### src/rtl/bist_pkg.sv
package bist_pkg;
  localparam int HOST_W = 8;
  localparam int MASK_W = 4;

  typedef enum logic [1:0] {
    SEL_WADDR = 2'd0,
    SEL_RADDR = 2'd1,
    SEL_DATA  = 2'd2,
    SEL_CTRL  = 2'd3
  } sel_e;

  typedef struct packed {
    logic [MASK_W-1:0] mask;
    logic              we;
    logic              rd_n;
  } ctrl_t;

  localparam ctrl_t CTRL_RST = '{mask: '1, we: 1'b0, rd_n: 1'b1};
endpackage

### src/rtl/bist_stim_regs.sv
module bist_stim_regs
  import bist_pkg::*;
#(
  parameter int ADDR_W = 5,
  parameter int DATA_W = 4
) (
  input  logic              clk_i,
  input  logic              rst_ni,
  input  logic [HOST_W-1:0] host_data_i,
  input  logic [1:0]        host_sel_i,
  input  logic              host_wr_i,
  output logic [ADDR_W-1:0] waddr_o,
  output logic [ADDR_W-1:0] raddr_o,
  output logic [DATA_W-1:0] data_o,
  output ctrl_t             ctrl_o
);
  always_ff @(posedge clk_i or negedge rst_ni) begin
    if (!rst_ni) begin
      waddr_o <= '0;
      raddr_o <= '0;
      data_o  <= '0;
      ctrl_o  <= CTRL_RST;
    end else if (host_wr_i) begin
      unique case (sel_e'(host_sel_i))
        SEL_WADDR: waddr_o <= host_data_i[ADDR_W-1:0];
        SEL_RADDR: raddr_o <= host_data_i[ADDR_W-1:0];
        SEL_DATA:  data_o  <= host_data_i[DATA_W-1:0];
        SEL_CTRL:  ctrl_o  <= '{mask: host_data_i[HOST_W-1 -: MASK_W],
                                we: host_data_i[1], rd_n: host_data_i[0]};
        default: ;
      endcase
    end
  end

  a_r2_waddr_load: assert property (@(posedge clk_i) disable iff (!rst_ni)
    host_wr_i && host_sel_i == 2'd0 |=> waddr_o == $past(host_data_i[ADDR_W-1:0]));
  a_r2_ctrl_load: assert property (@(posedge clk_i) disable iff (!rst_ni)
    host_wr_i && host_sel_i == 2'd3 |=> ctrl_o.rd_n == $past(host_data_i[0]));
endmodule

### src/rtl/bist_ram_model.sv
module bist_ram_model #(
  parameter int ADDR_W = 5,
  parameter int DATA_W = 4
) (
  input  logic              clk_i,
  input  logic              we_i,
  input  logic [ADDR_W-1:0] waddr_i,
  input  logic [DATA_W-1:0] d_i,
  input  logic [ADDR_W-1:0] raddr_i,
  output logic [DATA_W-1:0] q_o
);
  localparam int DEPTH = 1 << ADDR_W;
  logic [DATA_W-1:0] mem [DEPTH];

  always_ff @(posedge clk_i) begin
    if (we_i) mem[waddr_i] <= d_i;
  end

  assign q_o = mem[raddr_i];
endmodule

### src/rtl/bist_analyser.sv
module bist_analyser #(
  parameter int DATA_W = 4
) (
  input  logic              clk_i,
  input  logic              rst_ni,
  input  logic              dual_i,
  input  logic              step_i,
  input  logic              scan_en_i,
  input  logic              scan_in_i,
  input  logic              rd_n_i,
  input  logic              we_i,
  input  logic              wsel_i,
  input  logic [DATA_W-1:0] exp_i,
  input  logic [DATA_W-1:0] nbr_i,
  input  logic [DATA_W-1:0] q_i,
  output logic              ram_we_o,
  output logic [DATA_W-1:0] ram_d_o,
  output logic              flag_o
);
  logic              drive_en;
  logic              rd_act;
  logic              miss;
  logic [DATA_W-1:0] port_d;
  logic [DATA_W-1:0] obs_d;
  logic [DATA_W-1:0] ref_d;

  // shared port: write drive enabled by inactive read, or always in dual mode
  assign drive_en = dual_i | rd_n_i;
  assign port_d   = drive_en ? exp_i : q_i;
  assign ram_d_o  = port_d;
  assign ram_we_o = step_i & we_i & wsel_i & drive_en;

  assign rd_act = step_i & ~rd_n_i;
  assign obs_d  = dual_i ? q_i : port_d;
  assign ref_d  = dual_i ? nbr_i : exp_i;
  assign miss   = rd_act & (obs_d != ref_d);

  always_ff @(posedge clk_i or negedge rst_ni) begin
    if (!rst_ni)        flag_o <= 1'b0;
    else if (scan_en_i) flag_o <= scan_in_i;
    else if (miss)      flag_o <= 1'b1;
  end

  a_r6_flag_sticky: assert property (@(posedge clk_i) disable iff (!rst_ni)
    flag_o && !scan_en_i |=> flag_o);
  a_r7_scan_shift: assert property (@(posedge clk_i) disable iff (!rst_ni)
    scan_en_i |=> flag_o == $past(scan_in_i));
  a_r4_single_miss: assert property (@(posedge clk_i) disable iff (!rst_ni)
    !dual_i && step_i && !rd_n_i && !scan_en_i && q_i != exp_i |=> flag_o);
  a_r4_no_write_on_read: assert property (@(posedge clk_i) disable iff (!rst_ni)
    !dual_i && !rd_n_i |-> !ram_we_o);
  a_r5_dual_miss: assert property (@(posedge clk_i) disable iff (!rst_ni)
    dual_i && step_i && !rd_n_i && !scan_en_i && q_i != nbr_i |=> flag_o);
endmodule

### src/rtl/ram_bist_analyser.sv
module ram_bist_analyser
  import bist_pkg::*;
#(
  parameter int NUM_RAMS = 4,
  parameter int ADDR_W   = 5,
  parameter int DATA_W   = 4
) (
  input  logic                clk_i,
  input  logic                rst_ni,
  input  logic [HOST_W-1:0]   host_data_i,
  input  logic [1:0]          host_sel_i,
  input  logic                host_wr_i,
  input  logic                step_i,
  input  logic                dual_mode_i,
  input  logic                scan_en_i,
  input  logic                scan_in_i,
  output logic                scan_out_o,
  output logic [NUM_RAMS-1:0] flags_o
);
  logic [ADDR_W-1:0] waddr, raddr, rd_addr;
  logic [DATA_W-1:0] data;
  ctrl_t             ctrl;
  logic              mode_q;

  logic [DATA_W-1:0] q    [NUM_RAMS];
  logic [DATA_W-1:0] d    [NUM_RAMS];
  logic [DATA_W-1:0] nbr  [NUM_RAMS];
  logic [NUM_RAMS-1:0] ram_we;
  logic [NUM_RAMS-1:0] chain_in;

  always_ff @(posedge clk_i) begin
    if (!rst_ni) mode_q <= dual_mode_i;
  end

  bist_stim_regs #(.ADDR_W(ADDR_W), .DATA_W(DATA_W)) u_stim (
    .clk_i, .rst_ni, .host_data_i, .host_sel_i, .host_wr_i,
    .waddr_o(waddr), .raddr_o(raddr), .data_o(data), .ctrl_o(ctrl)
  );

  assign rd_addr    = mode_q ? raddr : waddr;
  assign scan_out_o = flags_o[NUM_RAMS-1];

  for (genvar i = 0; i < NUM_RAMS; i++) begin : g_lane
    if (i == 0) begin : g_first
      assign nbr[i]      = data;
      assign chain_in[i] = scan_in_i;
    end else begin : g_rest
      assign nbr[i]      = q[i-1];
      assign chain_in[i] = flags_o[i-1];
    end

    bist_ram_model #(.ADDR_W(ADDR_W), .DATA_W(DATA_W)) u_ram (
      .clk_i, .we_i(ram_we[i]), .waddr_i(waddr), .d_i(d[i]),
      .raddr_i(rd_addr), .q_o(q[i])
    );

    bist_analyser #(.DATA_W(DATA_W)) u_ana (
      .clk_i, .rst_ni, .dual_i(mode_q), .step_i, .scan_en_i,
      .scan_in_i(chain_in[i]), .rd_n_i(ctrl.rd_n), .we_i(ctrl.we),
      .wsel_i(ctrl.mask[i]), .exp_i(data), .nbr_i(nbr[i]), .q_i(q[i]),
      .ram_we_o(ram_we[i]), .ram_d_o(d[i]), .flag_o(flags_o[i])
    );
  end

  a_r8_mode_hold: assert property (@(posedge clk_i) disable iff (!rst_ni)
    rst_ni |=> $stable(mode_q));
  a_r7_scan_out: assert property (@(posedge clk_i) disable iff (!rst_ni)
    scan_en_i |=> scan_out_o == $past(flags_o[NUM_RAMS-2]));
endmodule

### config.mk
export PLATFORM = sky130hd
export DESIGN_NAME = ram_bist_analyser
export DESIGN_NICKNAME = d
export VERILOG_FILES = /design/src/rtl/bist_pkg.sv /design/src/rtl/bist_stim_regs.sv /design/src/rtl/bist_ram_model.sv /design/src/rtl/bist_analyser.sv /design/src/rtl/ram_bist_analyser.sv
export SDC_FILE = /design/constraint.sdc
export NUM_CORES = 1
export LEC_CHECK = 0
export ABC_AREA = 1
export BUFFER_PORTS_ARGS = -buffer_cell sky130_fd_sc_hd__buf_2
export CELL_PAD_IN_SITES_DETAIL_PLACEMENT = 1
export CELL_PAD_IN_SITES_GLOBAL_PLACEMENT = 1
export CORE_MARGIN = 5
export CORE_UTILIZATION = 51
export DETAILED_ROUTE_END_ITERATION = 8
export PLACE_DENSITY = 0.85
export SYNTH_ARGS = -nofsm -noshare
export SYNTH_HDL_FRONTEND = slang
export SYNTH_HIERARCHICAL = 1
export SYNTH_SLANG_ARGS = --single-unit
### constraint.sdc
create_clock -name clk_i -period 3.9 [get_ports clk_i]
set_input_delay 0.39 -clock clk_i [delete_from_list [all_inputs] [get_ports clk_i]]
set_output_delay 0.39 -clock clk_i [all_outputs]
set_load 0.02 [all_outputs]
; ---- Yosys cells after proc, flatten, opt, wreduce, memory -nomap -nowiden
; Memory sizes are Yosys's and may differ from the RTL's.
; Index checks and enable logic that the tools add are counted.
; W data, S select, Z words.
[op_classes]
reduce_logical = 9
n_eq_ne = 7
n_bitwise = 16
muxes = 28
[ops]
columns = operator, count
row1 = $mux W4, 11
row2 = $mux W1, 16
row3 = $ne A4 B4 Y1, 4
row4 = $and A1 B1 Y1, 14
row5 = $reduce_and A2 Y1, 4
row6 = $reduce_bool A2 Y1, 4
row7 = $mux W5, 1
row8 = $eq A2 B2 Y1 const B, 2
row9 = $eq A2 B1 Y1 const B, 1
row10 = $logic_not A2 Y1, 1
row11 = $not A1 Y1, 1
row12 = $or A1 B1 Y1, 1
[word_totals]
word_cells = 75
input_bits = 17
regBits = 25
ramBits = 512
out_inout_bits = 5
mem_count = 4
[mem_list]
columns = memory, depth, width, rd, rd_ports_with_merged_regs, write_ports, line_no
row1 = g_lane[0].u_ram.mem, 32, 4, 1, 0, 1, bist_ram_model.sv:13  ; logic [DATA_W-1:0] mem [DEPTH];
row2 = g_lane[1].u_ram.mem, 32, 4, 1, 0, 1, bist_ram_model.sv:13
row3 = g_lane[2].u_ram.mem, 32, 4, 1, 0, 1, bist_ram_model.sv:13
row4 = g_lane[3].u_ram.mem, 32, 4, 1, 0, 1, bist_ram_model.sv:13

; ---- Longest topological paths before layout
; Gate-level depths: netlist of the first run.
; An unclocked memory read counts as a cell.
[logic_depth]
ltp_word = 8
depth_mapped = 21
ltp_nobuf = 20

; ---- Cells and area by module
; The synthesis of the first run kept the hierarchy.
[by_module_without_submodules]
columns = module, area_each_um2, n_inst, seq_area_each_um2, cells_per_inst
row1 = bist_ram_model, 5416.4, 4, 3843.7, 482
row2 = bist_analyser, 289.0, 4, 25.0, 59
row3 = bist_stim_regs, 875.8, 1, 506.7, 91
row4 = ram_bist_analyser, 101.3, 1, 30.0, 19

; ---- Worst setup path before layout of the first run
; OpenSTA, ideal clock, no wires.
[synth_path]
path_kind = register -> register
startpoint = reg mode_q
endpoint = mem g_lane[0].u_ram.mem[0][1] (data pin)
setup_time_ns = 0.454
synth_period_minus_slack_ns = 3.178
path_slack_ns = 0.722
t_required_ns = 3.446
stages_incl_launch_ff = 16
t_arrival_ns = 2.724
n_path_buf = 1
cell_sequence = edfxtp_1 > inv_2 > nand2_1 > nand2_1 > inv_2 > buf_2 > nand2_1 > nand3_1 > nand3_1 > nand2_1 > nand2_1 > nand2_1 > nand2_1 > nand2_1 > nand2_1 > o21ai_0
[synth_rtl]
columns = element, line_no
row1 = from (decl), ram_bist_analyser.sv:23  ; logic mode_q;
row2 = from (signal assigned), ram_bist_analyser.sv:32  ; if (!rst_ni) mode_q <= dual_mode_i;
row3 = to (decl), bist_ram_model.sv:13

==> reports/results.ini, run 1 <==
[status]
run_status = finished, final reports clean

[drt]
drt_first_iter_violations = 1434
finalWirelength_um = 64920
vias = 17094
drt-vias-per-instance = 5.820
drc = 0
detail-route-antenna-nets = 0
firstDrtPassIters = 5
routed_wirelength_normalized_by_instance_count_um = 22.11

[critical_path]
logic_depth_of_the_worst_path_buffers_included = 14
crit_path_top_delay_cell = dfrtp_1
critPathBufInv = 2
required_arrival_time_at_the_worst_endpoint_ps = 4260
worstPathMaxFanout = 64
cpLargestDelayFamily = simple AND/OR/NAND/NOR gates
critical_path.max_stage_delay_ps = 680
reg2reg_to = g_lane[2].u_ram/mem[16][0]
worst_r2r_startpoint = u_stim/waddr_o[0]
cp_common_cell = nand2_1
crit_type = reg -> reg
r2r_setup_slack_ps = 370
worstSetupStartpointType = flop
crit_path_cell_trace = nand2_1 -> nand2_4 -> buf_4 -> nand2_1 -> nand3_1 -> nand3_1 -> nand2_1 -> nand2_1 -> nand2_1 -> nand2_1 -> nand2_1 -> nand2_1 -> o21ai_2 -> buf_4
worst-endpoint-arrival_ps = 3880
worstSetupEndpoint = g_lane[2].u_ram/mem[16][0]
setup.worst_path.start = u_stim/waddr_o[0]
timing.reg2reg.worst_path_depth = 14
endpoint_kind = flop

[clocking]
clock_root_buffer_master = clkbuf_16
clkTransAtPathRegs_ps = 60
worst_skew_pair.late_latency_ps = 610
inserted_clock_buffers = 52
cts.htree.levels = 2
postCtsSetupBuffers = 0
tritoncts_clock_tree = yes
cts_repair_resize_count = 0
cts_max_path_buffers = 3
clock_net_sink_count = 537

[sta]
tns_ps = 0
timing.max_slew.rel_slack_pct = 49.07
worst_clock_skew_ps = 18.75
final-setup-viol-count = 0
final.hold.worst_slack_ps = 39.44
finalWorstPathRequiredPeriod_ps = 3526
tightest_slew_ps = 763.1
grt_setup_unrepaired = false
max_clock_freq_ghz = 0.2836
layout_worst_path_cycle_share_pct = 90.40
slew_violations = 0
timing.final.hold_violations = 0
timing.final.ws_setup_ps = 374.2

[synth]
synth.lib_cells_used.distinct = 22
syn-num-nets = 2291
synth.yosys.seq_area_share_pct = 67.28
postSynthAreaPerCell_um2 = 10.47
synthCells = 2274
synth-warning-count = 6
async_reset_ff_share_pct = 4.469
ys_ff_latch = 537
synth-edff-count = 513
netlist_area_pre_place_mm2 = 0.02380
synth_flop_cell = edfxtp_1

[finish]
finish.cell_count_without_fillers = 2937
insertedDiodeCount = 0
layout_common_cells = nand2_1, edfxtp_1, nand3_1
drive_above_1_share_pct = 7.811
nNetsFinal = 2303
area_of_all_placed_cells_without_fillers_mm2 = 0.02586
flow.area_growth_from_synthesis_pct = 8.659
layout.cells.most_common = nand2_1
fin_util_pct = 55.78

[flow_run]
cap_viol_max_count = 0

[floorplanning]
die_width_um = 226.0
fp.dieArea_mm2 = 0.05109
number_of_placement_rows = 79
core_area_mm2 = 0.04636
number_of_primary_i_o_pins = 22
initial_standard_cell_utilization_of_the_core_pct = 51.34
die-height_um = 226.0

[place]
dp.final_hpwl_um = 38730
placement.setup.worst_slack_ps = 495.1
port-buffer-count = 21
placed_cells = 2835
dpl-instance-area_mm2 = 0.02418
globalplace.congestion = 0.8318

[grt]
grt_pass1_vias = 18186
wire_length_of_the_first_global_routing_pass_um = 101200
antenna_found_initial = 0
grt-ovfl-total = 0
grt.total_usage_pct = 25.34
grt_start_max_net_pins = 65

[min_path]
hold_class = in -> reg

[pwr]
leakagePower_nw = 9.731
finalPower_mw = 14.87
power_density_over_the_cells_mw_per_mm2 = 574.9
worst_ir_drop_vdd_v = 0.0004683

## state kept, by name (all words and copies together) (netlist names)
register and count:
g_lane.u_ana/flag_o 4, g_lane.u_ram/mem 512, mode_q 1, u_stim/ctrl_o 6
u_stim/data_o 4, u_stim/raddr_o 5, u_stim/waddr_o 5
## how the worst min path moves through the flow
stage	end	cells after the start	startpoint	slack [ps]
2_1_floorplan	g_lane[0].u_ana/flag_o	0	rst_ni	90
3_3_place_gp	u_stim/ctrl_o[1]	1	rst_ni	420
3_5_place_dp	u_stim/ctrl_o[1]	1	rst_ni	430
4_1_cts	u_stim/ctrl_o[3]	3	host_data_i[5]	10
5_1_grt	u_stim/ctrl_o[3]	3	host_data_i[5]	30
6_report	u_stim/ctrl_o[3]	3	host_data_i[5]	40
## final cells by class
type                       count  area (um^2)
fill                        4912        20500
sequential                   537        16010
multi-input combinational   1536         6596
clock buffer                  77         1476
tap                          607        759.5
timing repair buffer          63        493.0
inverter                      96        360.3
clock inverter                21        162.7
## layer usage
layer	GRT usage, %	vias up	routed length [um]
met3	3.198	152	3475
met4	8.597	0	2050
met1	32.88	8574	26740
li1	-	7802	-
met5	0	-	0
met2	44.43	566	32660
## where the power goes
part           total, mW  internal, mW  switching [mW]
Sequential          6.84          6.76          0.0809
Clock               4.88          2.75            2.13
Combinational       3.14         0.744            2.40
## what timing repair did
item / 4_1_cts / 5_1_grt
hold buffers: 4 / 0
hold endpoints to repair: 22 / 0
endpoints found under the setup margin: 0 / 0
## cell families after synthesis
kind of cell	synth area share [%]
AO/OA/AOI/OAI	0.7781
AND/OR/NAND/NOR	26.68
buffers and inverters	5.268
flip-flops	67.28
## synth_stat cells (3+ instances only)
cell	number	share of area, %
nor2_2	4	0.11
o21ai_0	20	0.42
buf_6	36	1.7
inv_1	85	1.3
clkbuf_4	4	0.13
nand2_1	847	13
nand4_1	15	0.39
inv_2	11	0.17
nor2_4	5	0.24
nor2_1	152	2.4
a21oi_1	4	0.084
o211ai_1	4	0.13
edfxtp_1	513	65
clkbuf_8	8	0.46
buf_4	25	0.79
nand3_2	3	0.13
dfstp_2	5	0.55
a21oi_2	4	0.15
dfrtp_1	19	2.0
buf_2	32	0.67
nand3_1	477	10
## worst min-delay path: cells and delay by family
family        cells  cell delay, ps
buf+inv           1             100
simple gates      2             140
Note: power is estimated with default switching activity, not from simulation.
==> run 2, diff against run 1 <==
Settings changed: CORE_UTILIZATION 51 to 50, PLACE_DENSITY 0.85 to 0.83.
==> reports/results.ini, run 2 (synthesis results as in run 1) <==
[grt]
grt-ovfl-total = 0  ; unchanged
grt_pass1_vias = 18162  ; -0.13%
grt_start_max_net_pins = 65  ; unchanged
grt.total_usage_pct = 24.58  ; -0.76 points
antenna_found_initial = 1  ; +1
wire_length_of_the_first_global_routing_pass_um = 101900  ; +0.76%

[place]
globalplace.congestion = 0.8322  ; about the same
dp.final_hpwl_um = 40350  ; +4.2%
placed_cells = 2851  ; +0.56%
dpl-instance-area_mm2 = 0.02425  ; +0.29%
port-buffer-count = 21  ; unchanged

[floorplanning]
initial_standard_cell_utilization_of_the_core_pct = 50.16  ; -1.2 points
die-height_um = 228.2  ; +0.95%
number_of_primary_i_o_pins = 22  ; unchanged
number_of_placement_rows = 80  ; +1.3%
die_width_um = 228.2  ; +0.95%
core_area_mm2 = 0.04745  ; +2.3%
fp.dieArea_mm2 = 0.05206  ; +1.9%

[clocking]
cts_max_path_buffers = 3  ; unchanged
worst_skew_pair.late_latency_ps = 610  ; about the same
clock_net_sink_count = 537  ; unchanged
clkTransAtPathRegs_ps = 60  ; about the same
cts.htree.levels = 2  ; unchanged
tritoncts_clock_tree = yes
inserted_clock_buffers = 54  ; +3.8%
cts_repair_resize_count = 0  ; unchanged
clock_root_buffer_master = clkbuf_16

[sta]
tightest_slew_ps = 975.1  ; +212.0 ps
max_clock_freq_ghz = 0.2803  ; -1.2%
timing.max_slew.rel_slack_pct = 34.98  ; -14 points
grt_setup_unrepaired = false
finalWorstPathRequiredPeriod_ps = 3568  ; +41.97 ps
slew_violations = 0  ; unchanged
layout_worst_path_cycle_share_pct = 91.48  ; +1.1 points
tns_ps = 0  ; unchanged
final-setup-viol-count = 0  ; unchanged
timing.final.hold_violations = 0  ; unchanged
worst_clock_skew_ps = 19.43  ; +0.6792 ps

[critical_path]
crit_path_top_delay_cell = dfrtp_1
endpoint_kind = flop
cp_common_cell = nand2_1
logic_depth_of_the_worst_path_buffers_included = 13  ; -1
worstSetupStartpointType = flop
setup.worst_path.start = u_stim/waddr_o[1]
r2r_setup_slack_ps = 330  ; -40 ps
critical_path.max_stage_delay_ps = 670  ; about the same
required_arrival_time_at_the_worst_endpoint_ps = 4360  ; +100 ps
critPathBufInv = 2  ; unchanged
worstPathMaxFanout = 32  ; -50%
crit_type = reg -> reg
cpLargestDelayFamily = simple AND/OR/NAND/NOR gates
timing.reg2reg.worst_path_depth = 13  ; -1
worstSetupEndpoint = g_lane[0].u_ram/mem[10][1]
reg2reg_to = g_lane[0].u_ram/mem[10][1]
crit_path_cell_trace = nand2_1 -> nand2_4 -> inv_2 -> nand3_1 -> nand3_1 -> nand2_1 -> nand2_1 -> nand2_1 -> nand2_1 -> nand2_1 -> nand2_1 -> o21ai_2 -> buf_4
worst_r2r_startpoint = u_stim/waddr_o[1]
worst-endpoint-arrival_ps = 4030  ; +150 ps

[status]
run_status = finished, final reports clean

[drt]
drc = 0  ; unchanged
detail-route-antenna-nets = 0  ; unchanged
vias = 17294  ; +1.2%
drt-vias-per-instance = 5.850  ; +0.52%
finalWirelength_um = 65170  ; +0.37%
firstDrtPassIters = 5  ; unchanged
drt_first_iter_violations = 1474  ; +2.8%
routed_wirelength_normalized_by_instance_count_um = 22.05  ; -0.27%

[finish]
nNetsFinal = 2312  ; +0.39%
filler_cells = 5151  ; +4.9%
largest_reg_flops = 512  ; unchanged
layout.cells.most_common = nand2_1
finish.cell_count_without_fillers = 2956  ; +0.65%
fin_util_pct = 54.84  ; -0.94 points
largest_register = g_lane.u_ram/mem
layout_common_cells = nand2_1, edfxtp_1, nand3_1
flow.area_growth_from_synthesis_pct = 9.332
insertedDiodeCount = 0  ; unchanged
drive_above_1_share_pct = 8.287  ; +0.48 points
area_of_all_placed_cells_without_fillers_mm2 = 0.02602  ; +0.62%
reg_top3 = g_lane.u_ram/mem: 512 flops, u_stim/ctrl_o: 6 flops

[pwr]
finalPower_mw = 15.12  ; +1.7%
leakagePower_nw = 9.810  ; +0.81%
power_density_over_the_cells_mw_per_mm2 = 581.2  ; +1.1%
worst_ir_drop_vdd_v = 0.0005729  ; +22%

[min_path]
timing.hold.worst_path_depth = 3  ; unchanged
hold_class = in -> reg

[flow_run]
cap_viol_max_count = 0  ; unchanged

==> run 2: cell types whose count changed in the layout (fill, tap and decap cells not counted), moves of 2 or more <==
cell | previous run | this run
buf_4 | 33 | 41
clkbuf_1 | 18 | 12
clkinv_1 | 5 | 11
bufinv_16 | 2 | 4
==> run 2: through the flow <==
step           hold slack [ps]  worst slack, ps
3_5_place_dp             427.1            468.7
4_1_cts                  14.61            422.6
5_1_grt                  34.18            150.3
2_1_floorplan            94.41            721.8
3_3_place_gp             408.5            705.6
6_report                 42.03            332.3
==> run 2: power by group <==
group	leakage (nW)	switching [mW]	internal, mW
sequential	4.94	0.0779	6.76
clock	0.852	2.20	2.93
combinational	4.02	2.40	0.760
==> run 2: layout make-up <==
| class | instances | area (um^2) | share of cell area [%] |
|---|---|---|---|
| clock buffers | 72 | 1479 | 5.684 |
| clock inverters | 30 | 260.3 | 1.000 |
| inverters | 96 | 360.3 | 1.385 |
| multi-input cells | 1536 | 6596 | 25.35 |
| flip-flops and latches | 537 | 16010 | 61.54 |
| well taps | 615 | 769.5 | 2.957 |
| repair buffers | 70 | 543.0 | 2.087 |
==> run 2: timing repair <==
| action | in CTS | in global routing |
|---|---|---|
| setup buffers | 0 | 0 |
| hold buffers | 3 | 0 |
| hold endpoints to repair | 21 | 0 |
==> run 2: worst register-to-register path, stage by stage, from the launching register on <==
cell and delay, ps:
dfrtp_1 670, nand2_1 180, nand2_4 410, inv_2 410, nand3_1 260, nand3_1 130
nand2_1 100, nand2_1 70, nand2_1 80, nand2_1 50, nand2_1 250, nand2_1 130
o21ai_2 400, buf_4 300
==> run 2: how the worst min path moves through the flow <==
stage,from,endpoint,slack [ps]
after floorplan,rst_ni,g_lane[0].u_ana/flag_o,90
after global placement,rst_ni,u_stim/ctrl_o[1],410
after detailed placement,rst_ni,u_stim/raddr_o[1],430
after CTS,host_data_i[7],u_stim/ctrl_o[5],10
after global routing,host_data_i[7],u_stim/ctrl_o[5],30
final,host_data_i[6],u_stim/ctrl_o[4],40
==> run 2: per-layer routing <==
layer	GRT usage, %	up-vias	share of wire, %
met1	32.87	8754	42
met2	41.56	584	49
li1	-	7810	-
met3	3.929	144	6.2
met5	0	-	0.011
met4	8.036	2	2.9
==> run 3, diff against run 2 <==
Settings changed: CORE_ASPECT_RATIO set to 0.5.
==> reports/results.ini, run 3 (synthesis results as in run 1) <==
[pwr]
leakagePower_nw = 9.696  ; -1.2%
power_share_of_the_combinational_group_pct = 22.0  ; +1.1 points
finalPower_mw = 14.78  ; -2.3%
power_density_over_the_cells_mw_per_mm2 = 571.9  ; -1.6%
clock_power_share_pct = 31.7  ; -2.2 points
power.share.sequential_pct = 46.3  ; +1.1 points
power_switching_mw = 4.651  ; -0.43%
power.share.switching_pct = 31.47  ; +0.59 points
worst_ir_drop_vdd_v = 0.0003942  ; -31%
internal_power_component_mw = 10.13  ; -3.1%

[min_path]
terminating_pin_of_the_worst_hold_path = u_stim/ctrl_o[4]
hold_class = in -> reg
timing.hold.worst_path_depth = 3  ; unchanged
hold_path_startpoint = host_data_i[6]

[clocking]
worst_skew_pair.late_latency_ps = 590  ; -20 ps
inserted_clock_buffers = 47  ; -13%
postCtsSetupBuffers = 0  ; unchanged
clock_root_buffer_master = clkbuf_16
cts_repair_resize_count = 0  ; unchanged
cts_max_path_buffers = 3  ; unchanged
clkTransAtPathRegs_ps = 70  ; about the same
tritoncts_clock_tree = yes
cts.htree.levels = 2  ; unchanged
clock_net_sink_count = 537  ; unchanged

[grt]
grt-ovfl-total = 0  ; unchanged
grt_pass1_vias = 18502  ; +1.9%
wire_length_of_the_first_global_routing_pass_um = 104900  ; +2.9%
grt.total_usage_pct = 25.51  ; +0.94 points
antenna_found_initial = 0  ; -1
grt_start_max_net_pins = 65  ; unchanged

[critical_path]
crit_type = reg -> reg
worst-endpoint-arrival_ps = 4110  ; +80 ps
worstPathMaxFanout = 64  ; +100%
endpoint_kind = flop
timing.reg2reg.worst_path_depth = 20  ; +7
r2r_setup_slack_ps = 310  ; -30 ps
worstSetupStartpointType = flop
required_arrival_time_at_the_worst_endpoint_ps = 4410  ; +50 ps
reg2reg_to = g_lane[3].u_ana/flag_o
worst_r2r_startpoint = u_stim/waddr_o[0]

[finish]
largest_reg_flops = 512  ; unchanged
layout.cells.most_common = nand2_1
insertedDiodeCount = 0  ; unchanged
largest_register = g_lane.u_ram/mem
layout_common_cells = nand2_1, edfxtp_1, nand3_1
area_of_all_placed_cells_without_fillers_mm2 = 0.02584  ; -0.70%
fin_util_pct = 55.04  ; +0.20 points
reg_top3 = g_lane.u_ram/mem: 512 flops, u_stim/ctrl_o: 6 flops
nNetsFinal = 2304  ; -0.35%
flow.area_growth_from_synthesis_pct = 8.569
drive_above_1_share_pct = 7.619  ; -0.67 points
finish.cell_count_without_fillers = 2961  ; +0.17%

[drt]
routed_wirelength_normalized_by_instance_count_um = 22.88  ; +3.8%
vias = 17569  ; +1.6%
drt_first_iter_violations = 1717  ; +16%
finalWirelength_um = 67740  ; +4.0%
drc = 0  ; unchanged
firstDrtPassIters = 5  ; unchanged
detail-route-antenna-nets = 0  ; unchanged
drt-vias-per-instance = 5.933  ; +1.4%

[sta]
layout_worst_path_cycle_share_pct = 92.17  ; +0.69 points
final-setup-viol-count = 0  ; unchanged
finalWorstPathRequiredPeriod_ps = 3595  ; +26.89 ps
final.hold.worst_slack_ps = 46.30  ; +4.270 ps
slew_violations = 0  ; unchanged
tightest_slew_ps = 1011  ; +35.64 ps
tns_ps = 0  ; unchanged
max_clock_freq_ghz = 0.2782  ; -0.75%
timing.final.hold_violations = 0  ; unchanged
grt_setup_unrepaired = false
worst_clock_skew_ps = 25.35  ; +5.926 ps
timing.max_slew.rel_slack_pct = 32.61  ; -2.4 points
timing.final.ws_setup_ps = 305.4  ; -26.89 ps

[floorplanning]
die_width_um = 318.5  ; +40%
number_of_primary_i_o_pins = 22  ; unchanged
number_of_placement_rows = 56  ; -30%
initial_standard_cell_utilization_of_the_core_pct = 50.70  ; +0.53 points
core_area_mm2 = 0.04695  ; -1.1%
fp.dieArea_mm2 = 0.05233  ; +0.51%
die-height_um = 164.3  ; -28%

[place]
placement.setup.worst_slack_ps = 536.3  ; +67.58 ps
dpl-instance-area_mm2 = 0.02432  ; +0.27%
placed_cells = 2874  ; +0.81%
dp.final_hpwl_um = 41680  ; +3.3%
globalplace.congestion = 0.8199  ; -1.5%
port-buffer-count = 21  ; unchanged

[flow_run]
cap_viol_max_count = 0  ; unchanged

[status]
run_status = finished, final reports clean

[run 3: worst max-delay path by stage]
stage               slack (ps)              start                        end  depth (start not counted)
floorplan                  720             mode_q  g_lane[0].u_ram/mem[0][1]                         15
global placement           700  u_stim/waddr_o[1]  g_lane[1].u_ram/mem[7][3]                         13
detailed placement         540  u_stim/waddr_o[1]  g_lane[1].u_ram/mem[1][3]                         13
CTS                        430  u_stim/waddr_o[0]     g_lane[3].u_ana/flag_o                         21
global route               150  u_stim/waddr_o[0]     g_lane[3].u_ana/flag_o                         20
finish                     310  u_stim/waddr_o[0]     g_lane[3].u_ana/flag_o                         20
[run 3: critical path: stages, from the launching register on]
cell and delay [ps]:
dfrtp_1 660, nand2_1 180, nand2_4 270, buf_4 340, inv_2 80, buf_12 200
nand2_1 90, nand3_1 80, nand3_1 160, nand2_1 80, nand2_1 60, nand2_1 100
nand2_1 100, nand2_1 260, nand2_1 200, nand2_1 90, nand3_1 90, nor2_1 50
nor2_2 80, nand2_1 120, a21oi_2 150
[run 3: per-layer routing]
layer	track usage [%]	vias up	wire, um
met3	3.990	165	4349
met1	32.94	8964	27920
li1	-	7793	-
met2	44.92	647	33480
met4	8.252	0	1987
met5	0	-	0
[run 3: repair_timing]
item	in CTS	in global routing
hold endpoints to repair	20	0
endpoints found under the setup margin	0	0
hold buffers	2	0
[run 3: final cells by class]
class | count | area, um^2
Clock buffer | 62 | 1284
Clock inverter | 23 | 217.7
Fill cell | 5102 | 21110
Inverter | 96 | 360.3
Multi-Input combinational cell | 1536 | 6596
Sequential cell | 537 | 16010
Tap cell | 638 | 798.3
Timing Repair Buffer | 69 | 570.5
[run 3: power groups by stage]
stage	logic (mW)	clock network [mW]	registers, mW
CTS	3.21	4.75	6.84
floorplan	2.07	0	6.99
detailed placement	3.14	0	6.96
finish	3.25	4.68	6.84
global placement	2.99	0	6.96
global route	3.52	5.05	6.84
